===== config.mk =====
export PLATFORM = sky130hd
export DESIGN_NAME = adc_par_ctrl
export DESIGN_NICKNAME = d
export VERILOG_FILES = /design/src/rtl/adc_par_ctrl.sv
export SDC_FILE = /design/constraint.sdc
export NUM_CORES = 1
export LEC_CHECK = 0
export ABC_AREA = 1
export CAP_MARGIN = 20
export CELL_PAD_IN_SITES_DETAIL_PLACEMENT = 0
export CELL_PAD_IN_SITES_GLOBAL_PLACEMENT = 1
export CORE_MARGIN = 2
export CORE_UTILIZATION = 40
export CTS_CLUSTER_SIZE = 24
export DETAILED_ROUTE_END_ITERATION = 8
export DONT_BUFFER_PORTS = 1
export HOLD_SLACK_MARGIN = 0.05
export PLACE_DENSITY = 0.8
export SYNTH_ARGS = -nofsm -noshare
export SYNTH_HDL_FRONTEND = slang
export SYNTH_SLANG_ARGS = --single-unit

===== constraint.sdc =====
create_clock -name clk -period 1.7 [get_ports clk]
set_input_delay 0 -clock clk [delete_from_list [all_inputs] [get_ports clk]]
set_output_delay 0 -clock clk [all_outputs]
set_load 0.05 [all_outputs]

===== src/rtl/adc_par_ctrl.sv =====
module adc_par_ctrl #(
  parameter int DATA_W    = 12,
  parameter int BUS_W     = 16,
  parameter int TIMER_DIV = 64,
  parameter int CONVST_W  = 2
) (
  input  logic              clk,
  input  logic              rst_n,
  input  logic              byte_mode,
  input  logic              timer_en,
  input  logic              bus_req,
  input  logic              bus_we,
  input  logic              bus_addr,
  output logic              bus_ack,
  output logic [BUS_W-1:0]  bus_rdata,
  output logic              adc_convst,
  output logic              adc_rd,
  output logic              adc_hben,
  output logic              adc_wide,
  input  logic              adc_busy,
  input  logic [DATA_W-1:0] adc_db,
  output logic              irq,
  output logic              overrun,
  output logic              rd_err
);

  localparam int TW   = (TIMER_DIV > 1) ? $clog2(TIMER_DIV) : 1;
  localparam int PW   = $clog2(CONVST_W + 1);
  localparam int LO_W = 8;
  localparam int HI_W = DATA_W - LO_W;
  localparam int PADW = BUS_W - DATA_W;

  typedef enum logic [1:0] {C_IDLE, C_PULSE, C_WHI, C_WLO} cst_t;
  typedef enum logic [1:0] {B_IDLE, B_WAIT, B_RD, B_ACK} bst_t;

  cst_t              cs;
  bst_t              bs;
  logic [TW-1:0]     tcnt;
  logic [PW-1:0]     pcnt;
  logic [LO_W-1:0]   lo_q;
  logic [BUS_W-1:0]  rbuf;

  logic tmr_tick, acc, lead_rd, conv_idle, wr_start, brd_start, start_any, eoc, bad_rd, consume;

  assign conv_idle = (cs == C_IDLE);
  assign tmr_tick  = timer_en && (tcnt == TW'(TIMER_DIV - 1));
  assign acc       = (bs == B_IDLE) && bus_req;
  assign lead_rd   = byte_mode && !bus_addr;
  assign wr_start  = acc && bus_we;
  assign brd_start = acc && !bus_we && lead_rd && conv_idle;
  assign start_any = tmr_tick || wr_start || brd_start;
  assign bad_rd    = acc && !bus_we && !lead_rd && !conv_idle;
  assign eoc       = (cs == C_WLO) && !adc_busy;
  assign consume   = (bs == B_RD) && (!byte_mode || bus_addr);

  assign adc_convst = (cs == C_PULSE);
  assign adc_rd     = (bs == B_RD);
  assign bus_ack    = (bs == B_ACK);
  assign bus_rdata  = rbuf;
  assign adc_wide   = !byte_mode;
  assign adc_hben   = byte_mode && bus_addr;

  always_ff @(posedge clk or negedge rst_n)
    if (!rst_n)             tcnt <= '0;
    else if (!timer_en)     tcnt <= '0;
    else if (tmr_tick)      tcnt <= '0;
    else                    tcnt <= tcnt + 1'b1;

  always_ff @(posedge clk or negedge rst_n)
    if (!rst_n) begin
      cs   <= C_IDLE;
      pcnt <= '0;
    end else begin
      case (cs)
        C_IDLE:  if (start_any) begin cs <= C_PULSE; pcnt <= '0; end
        C_PULSE: if (pcnt == PW'(CONVST_W - 1)) cs <= C_WHI;
                 else pcnt <= pcnt + 1'b1;
        C_WHI:   if (adc_busy) cs <= C_WLO;
        C_WLO:   if (!adc_busy) cs <= C_IDLE;
        default: cs <= C_IDLE;
      endcase
    end

  always_ff @(posedge clk or negedge rst_n)
    if (!rst_n) bs <= B_IDLE;
    else begin
      case (bs)
        B_IDLE: if (bus_req) begin
                  if (bus_we)              bs <= B_ACK;
                  else if (lead_rd)        bs <= B_WAIT;
                  else if (!conv_idle)     bs <= B_ACK;
                  else if (tmr_tick)       bs <= B_WAIT;
                  else                     bs <= B_RD;
                end
        B_WAIT: if (conv_idle && !tmr_tick) bs <= B_RD;
        B_RD:   bs <= B_ACK;
        B_ACK:  bs <= B_IDLE;
        default: bs <= B_IDLE;
      endcase
    end

  always_ff @(posedge clk or negedge rst_n)
    if (!rst_n) begin
      rbuf <= '0;
      lo_q <= '0;
    end else if (acc && (bus_we || bad_rd)) begin
      rbuf <= '0;
    end else if (bs == B_RD) begin
      if (!byte_mode)
        rbuf <= {{PADW{1'b0}}, adc_db};
      else if (!bus_addr) begin
        lo_q <= adc_db[LO_W-1:0];
        rbuf <= {{(BUS_W-LO_W){1'b0}}, adc_db[LO_W-1:0]};
      end else
        rbuf <= {{PADW{1'b0}}, adc_db[HI_W-1:0], lo_q};
    end

  always_ff @(posedge clk or negedge rst_n)
    if (!rst_n) begin
      irq     <= 1'b0;
      overrun <= 1'b0;
      rd_err  <= 1'b0;
    end else begin
      if (eoc)          irq <= 1'b1;
      else if (consume) irq <= 1'b0;
      if (start_any && !conv_idle) overrun <= 1'b1;
      if (bad_rd)                  rd_err  <= 1'b1;
    end

  AST_RD_ONLY_IDLE: assert property (@(posedge clk) disable iff (!rst_n)
    adc_rd |-> (cs == C_IDLE) && !adc_busy);
  AST_IRQ_SET_AT_EOC: assert property (@(posedge clk) disable iff (!rst_n)
    $rose(irq) |-> $past(cs == C_WLO) && !$past(adc_busy));
  AST_IRQ_CLR_BY_RD: assert property (@(posedge clk) disable iff (!rst_n)
    $fell(irq) |-> $past(adc_rd));
  AST_OVR_STICKY: assert property (@(posedge clk) disable iff (!rst_n)
    overrun |=> overrun);
  AST_ERR_STICKY: assert property (@(posedge clk) disable iff (!rst_n)
    rd_err |=> rd_err);
  AST_ACK_PULSE: assert property (@(posedge clk) disable iff (!rst_n)
    bus_ack |=> !bus_ack);
  AST_CONVST_FROM_IDLE: assert property (@(posedge clk) disable iff (!rst_n)
    $rose(adc_convst) |-> $past(cs == C_IDLE));
  AST_TOP_ZERO: assert property (@(posedge clk) disable iff (!rst_n)
    bus_ack |-> (bus_rdata[BUS_W-1:DATA_W] == '0));

endmodule


==> results.json, run 1 <==
{
  "die_x_um": 73.0,
  "layoutNonFillerInstCount": 327,
  "grt_pass1_wl_um": 6770,
  "critical_path_required_ps": 1900,
  "clockBufferDepth": 2,
  "drv_cap": 0,
  "rrSetupSlack_ps": 160,
  "start_util": 0.408,
  "via_per_inst": 4.74,
  "ioPinCount": 44,
  "dp_cells": 295,
  "die_area_um2": 5330,
  "tightest_slew_ps": 508,
  "grt_use_met3": 0.0456,
  "drive_gt1_frac": 0.139,
  "dr.first_iter.drc_count": 61,
  "post-dp-hpwl_um": 2730,
  "cts-htree-levels": 2,
  "period_share": 0.908,
  "finalSetupTns_ps": 0,
  "final_nets": 303,
  "cp-end-kind": "flop",
  "clock-sinks": 35,
  "final_common_cell": "nand2_1",
  "yosysUniqueCellTypes": 28,
  "numPortBuffers": 0,
  "async_reset_ff_frac": 1.00,
  "regArea_um2": 876,
  "yosys_warnings": 0,
  "num_rows": 25,
  "top_usage_layer": "met2",
  "ys_seq_area_frac": 0.460,
  "final_cell_mix": "72 x nand2_1, 35 x dfrtp_1, 34 x inv_1, 22 x o21ai_0, 19 x dlygate4sd3_1",
  "crit_chain": "inv_2 -> buf_4 -> ha_1 -> inv_1 -> nand3_1 -> buf_4 -> o21ai_0",
  "crit_path_start_kind": "flop",
  "finalSetupViolCount": 0,
  "synth_edf_count": 0,
  "cp.arrival_ps": 1750,
  "path_depth": 7,
  "cts_tree": "built",
  "grt_pass1_vias": 1500,
  "path_max_fanout": 12,
  "cts.clk_slew.worst_paths_ps": 70,
  "hold_class": "in -> reg",
  "dr_total_vias": 1551,
  "grt_setup_unrepaired": "no",
  "period_needed_ps": 1540,
  "n_antenna_cell": 0,
  "netlist_instances": 236,
  "slew_violations": 0,
  "gp_congestion": 0.803,
  "ys_ff_latch": 35,
  "max_stage_delay_ps": 420,
  "clkLatencyLatePin_ps": 290,
  "use_met2": 0.274,
  "relSlewSlack": 0.662,
  "status": "finished clean",
  "routedWlPerCell_um": 12.2,
  "powerDensity_nw_per_um2": 1740,
  "fillerInstances": 458,
  "die_y_um": 73.0,
  "grt_usage": 0.166,
  "cp_slowest_cell": "dfrtp_1",
  "multiInputGateArea_um2": 842,
  "avgSynthCellArea_um2": 8.06,
  "fin_hold_ws_ps": 29.8,
  "core-area_um2": 4660,
  "drc_errors": 0,
  "cts_buffers": 5,
  "critPathBufInv": 4,
  "hold_viol_final": 0,
  "worstSetupPathType": "reg -> reg",
  "syn_to_final_growth_pct": 24.7,
  "antenna_left": 0,
  "fin_ws_ps": 156,
  "place_ws_ps": 73.5,
  "grt_max_degree": 36,
  "totalWireLength_um": 4000,
  "p_leak_uw": 0.00121,
  "antenna_found_initial": 0,
  "syn-cell-area_um2": 1900,
  "synth_flop_cell": "dfrtp_1",
  "whs_path_depth": 4,
  "grt_util_met1": 0.203,
  "finClkSkew_ps": 3.40,
  "grt_overflow": 0,
  "r2r_cells": 7,
  "crit_family": "buffers and inverters",
  "ir_drop_v": 0.000678,
  "cts_root_buffer": "clkbuf_8",
  "fmax_mhz": 648,
  "critPathMostFrequentCell": "buf_4",
  "drt-pass1-iter-count": 4
}
## tightest hold or removal path, stage by stage
cell     delay [ps]
nand2_1          80
inv_2            50
nand3_2         100
nand2_1          50
## timing repair
action | 4_1_cts | 5_1_grt
gates resized for setup | 0 | 5
hold buffers | 21 | 0
endpoints found under the hold margin | 66 | 0
endpoints found under the setup margin | 0 | 21
buffers inserted | 0 | 4
## cell type report
type                       count  area share
clock inverter                 2      0.0148
inverter                      38      0.0601
sequential                    35       0.369
clock buffer                   6      0.0348
multi-input combinational    158       0.355
timing repair buffer          34       0.138
tap                           54      0.0285
## flip-flops by register name, summed over array words and instances (netlist names)
signal and cells:
bs 2, bus_rdata 12, cs 2, irq 1, lo_q 8, overrun 1
pcnt 2, rd_err 1, tcnt 6
## per-layer routing
layer  routed length [um]  vias up
met5                    0        -
met4                   78        0
met1                 1870      709
li1                     -      797
met3                  177        7
met2                 1880       38
## synthesized netlist by cell type, types with 2 or more instances
| cell type | count | area (um^2) |
|---|---|---|
| inv_1 | 37 | 139 |
| nand3_1 | 11 | 55.1 |
| dfrtp_1 | 35 | 876 |
| nand3b_1 | 2 | 15.0 |
| o21ai_1 | 6 | 30.0 |
| nand2_1 | 72 | 270 |
| buf_4 | 6 | 45.0 |
| ha_1 | 11 | 138 |
| nor2_4 | 2 | 22.5 |
| o21ai_0 | 22 | 110 |
| a21oi_1 | 2 | 10.0 |
| nor2_1 | 10 | 37.5 |
| nand4_1 | 3 | 18.8 |
| or2_2 | 3 | 18.8 |
## logic make-up after synthesis
group / synth area share
adders and majority gates: 0.0723
xor gates and xnor gates: 0.00921
and+or+nand+nor: 0.256
AOI/OAI and AO/OA: 0.0934
other: 0.00197
buffers and inverters: 0.107
DFF: 0.460
## worst paths after layout
kind,from,to
setup / recovery,bs[0],bus_rdata[6]
hold / removal,bus_req,rd_err
setup reg to reg,bs[0],bus_rdata[6]
hold reg to reg,lo_q[6],lo_q[6]
max in group asynchronous,rst_n,lo_q[6]
min in group asynchronous,rst_n,lo_q[1]
## through the flow
stage | cell area, um^2 | total power [uW] | util
after CTS | 2330 | 4040 | 0.501
after global routing | 2370 | 4430 | 0.509
after global placement | 2000 | 3160 | 0.428
after floorplan | 1910 | 2870 | -
final | 2370 | 4120 | 0.509
after detailed placement | 2000 | 3190 | 0.428
## where the power goes
| group | internal, uW | switching, uW |
|---|---|---|
| clock | 474 | 301 |
| sequential | 1120 | 594 |
| combinational | 635 | 991 |
| total | 2230 | 1890 |
Note: power is estimated with default switching activity, not from simulation.
==> run 2: changes to the inputs <==
--- a/config.mk
+++ b/config.mk
@@ -9,6 +9,7 @@
 export CAP_MARGIN = 20
 export CELL_PAD_IN_SITES_DETAIL_PLACEMENT = 0
 export CELL_PAD_IN_SITES_GLOBAL_PLACEMENT = 1
+export CORE_ASPECT_RATIO = 2
 export CORE_MARGIN = 2
 export CORE_UTILIZATION = 40
 export CTS_CLUSTER_SIZE = 24
==> run 2 against run 1 <==
  * Critical endpoint is now bus_rdata[4]
  * Critical path depth is 3 higher
  * Non-clock buffer count down 5
  * Sequential cell count unchanged
  * Maximum frequency down 1.2%
  * Register-to-register slack worse by 20 ps
  * Count of clock-buffer cells in the layout unchanged
==> results.json, run 2 (synthesis gave the netlist of run 1 again) <==
{
  "status": "finished clean",
  "period_needed_ps": 1560,
  "power_uw": 3890,
  "layoutNonFillerInstCount": 322,
  "post-dp-hpwl_um": 3130,
  "clkPwrFrac": 0.159,
  "p_sw_uw": 1890,
  "fmax_mhz": 640,
  "finalSetupTns_ps": 0,
  "dr_total_vias": 1547,
  "die_y_um": 102,
  "crit_start": "bs[1]",
  "grt_setup_unrepaired": "no",
  "seqPwrFrac": 0.459,
  "cts-htree-levels": 2,
  "core-area_um2": 4600,
  "via_per_inst": 4.80,
  "intPower_uw": 2000,
  "largest_register_ffs": 12,
  "ir_drop_v": 0.00112,
  "path_max_fanout": 16,
  "cts_buffers": 5,
  "sw_frac_of_total": 0.485,
  "gp_congestion": 0.723,
  "clkLatencyLatePin_ps": 280,
  "syn_to_final_growth_pct": 21.5,
  "critical_path_required_ps": 1860,
  "finalSetupViolCount": 0,
  "clockBufferDepth": 2,
  "start_util": 0.414,
  "routedWlPerCell_um": 13.0,
  "cp_slowest_cell": "dfrtp_1",
  "clock-sinks": 35,
  "grt_overflow": 0,
  "p_comb_frac": 0.382,
  "powerDensity_nw_per_um2": 1680,
  "n_antenna_cell": 0,
  "critPathBufInv": 3,
  "crit_path_start_kind": "flop",
  "final_common_cell": "nand2_1",
  "cp-end-kind": "flop",
  "dp_cells": 294,
  "p_leak_uw": 0.00119,
  "r2r-start": "bs[1]",
  "grt_pass1_wl_um": 7020,
  "ioPinCount": 44,
  "cp.arrival_ps": 1730,
  "drive_gt1_frac": 0.112,
  "cts_root_buffer": "clkbuf_8",
  "numPortBuffers": 0,
  "die_area_um2": 5360,
  "finClkSkew_ps": 8.06,
  "grt_max_degree": 36,
  "dr.first_iter.drc_count": 25,
  "relSlewSlack": 0.664,
  "final_cell_mix": "71 x nand2_1, 37 x inv_1, 35 x dfrtp_1, 22 x o21ai_0, 19 x dlygate4sd3_1",
  "crit_chain": "inv_1 -> ha_1 -> nand2_1 -> inv_1 -> nand3_2 -> nand2_2 -> nor2_4 -> buf_12 -> nand2_1 -> o21ai_0",
  "grt_pass1_vias": 1571,
  "placed_cell_area_um2": 1980,
  "hold_class": "in -> reg",
  "fin_area_um2": 2310,
  "num_rows": 35,
  "utilization": 0.503,
  "worstSetupPathType": "reg -> reg",
  "worstHoldStart": "bus_we",
  "totalWireLength_um": 4200,
  "slew_violations": 0,
  "antenna_left": 0,
  "drv_cap": 0,
  "grt_usage": 0.177,
  "drt-pass1-iter-count": 4,
  "final_nets": 298,
  "crit_family": "flip-flops",
  "die_x_um": 52.8,
  "max_stage_delay_ps": 420,
  "drc_errors": 0,
  "cts_tree": "built",
  "period_share": 0.919,
  "tightest_slew_ps": 504,
  "cts.clk_slew.worst_paths_ps": 70,
  "antenna_found_initial": 0,
  "hold_viol_final": 0
}
[run 2: tightest hold or removal path, stage by stage]
cell	delay [ps]
nor3_1	30
nand3_1	60
nand2_1	60
o21ai_0	150
[run 2: final timing paths]
kind / to / slack [ps] / cells past startpoint
setup reg to reg: bus_rdata[4] / 140 / 10
hold / removal: bs[0] / 40 / 4
min in group asynchronous: lo_q[5] / 150 / 2
setup / recovery: bus_rdata[4] / 140 / 10
max in group asynchronous: lo_q[1] / 1350 / 2
hold reg to reg: pcnt[1] / 470 / 2
[run 2: per-stage QoR]
step	setup WS, ps	hold slack (ps)
global placement	81.3	-295
global route	5.25	53.4
finish	137	43.0
CTS	19.5	52.4
floorplan	13.6	-296
detailed placement	-2.25	-295
[run 2: final cells by class]
type                            count  area, um^2
Clock inverter                      1        5.00
Fill cell                         471        2290
Sequential cell                    35         876
Timing Repair Buffer               29         290
Clock buffer                        6        82.6
Inverter                           38         143
Tap cell                           55        68.8
Multi-Input combinational cell    158         847
[run 2: timing repair]
action	CTS	global route
endpoints found under the setup margin	2	18
hold buffers	20	0
resized for setup	1	2
buffers inserted	0	1
pin swaps	0	1
hold endpoints to repair	66	0
[run 2: metal layers]
layer  part of all wire  vias to the layer above  GRT usage
li1                   -                      786          -
met1               0.35                      720      0.177
met2               0.58                       36      0.329
met3              0.050                        5     0.0457
met4              0.018                        0     0.0710
met5                  0                        -          0
[run 2: power by group through the flow]
stage	Sequential [uW]	Combinational, uW	Clock (uW)
finish	1790	1490	617
global route	1830	1720	671
CTS	1790	1430	635
detailed placement	1810	1360	0
global placement	1790	1330	0
floorplan	1750	1120	0
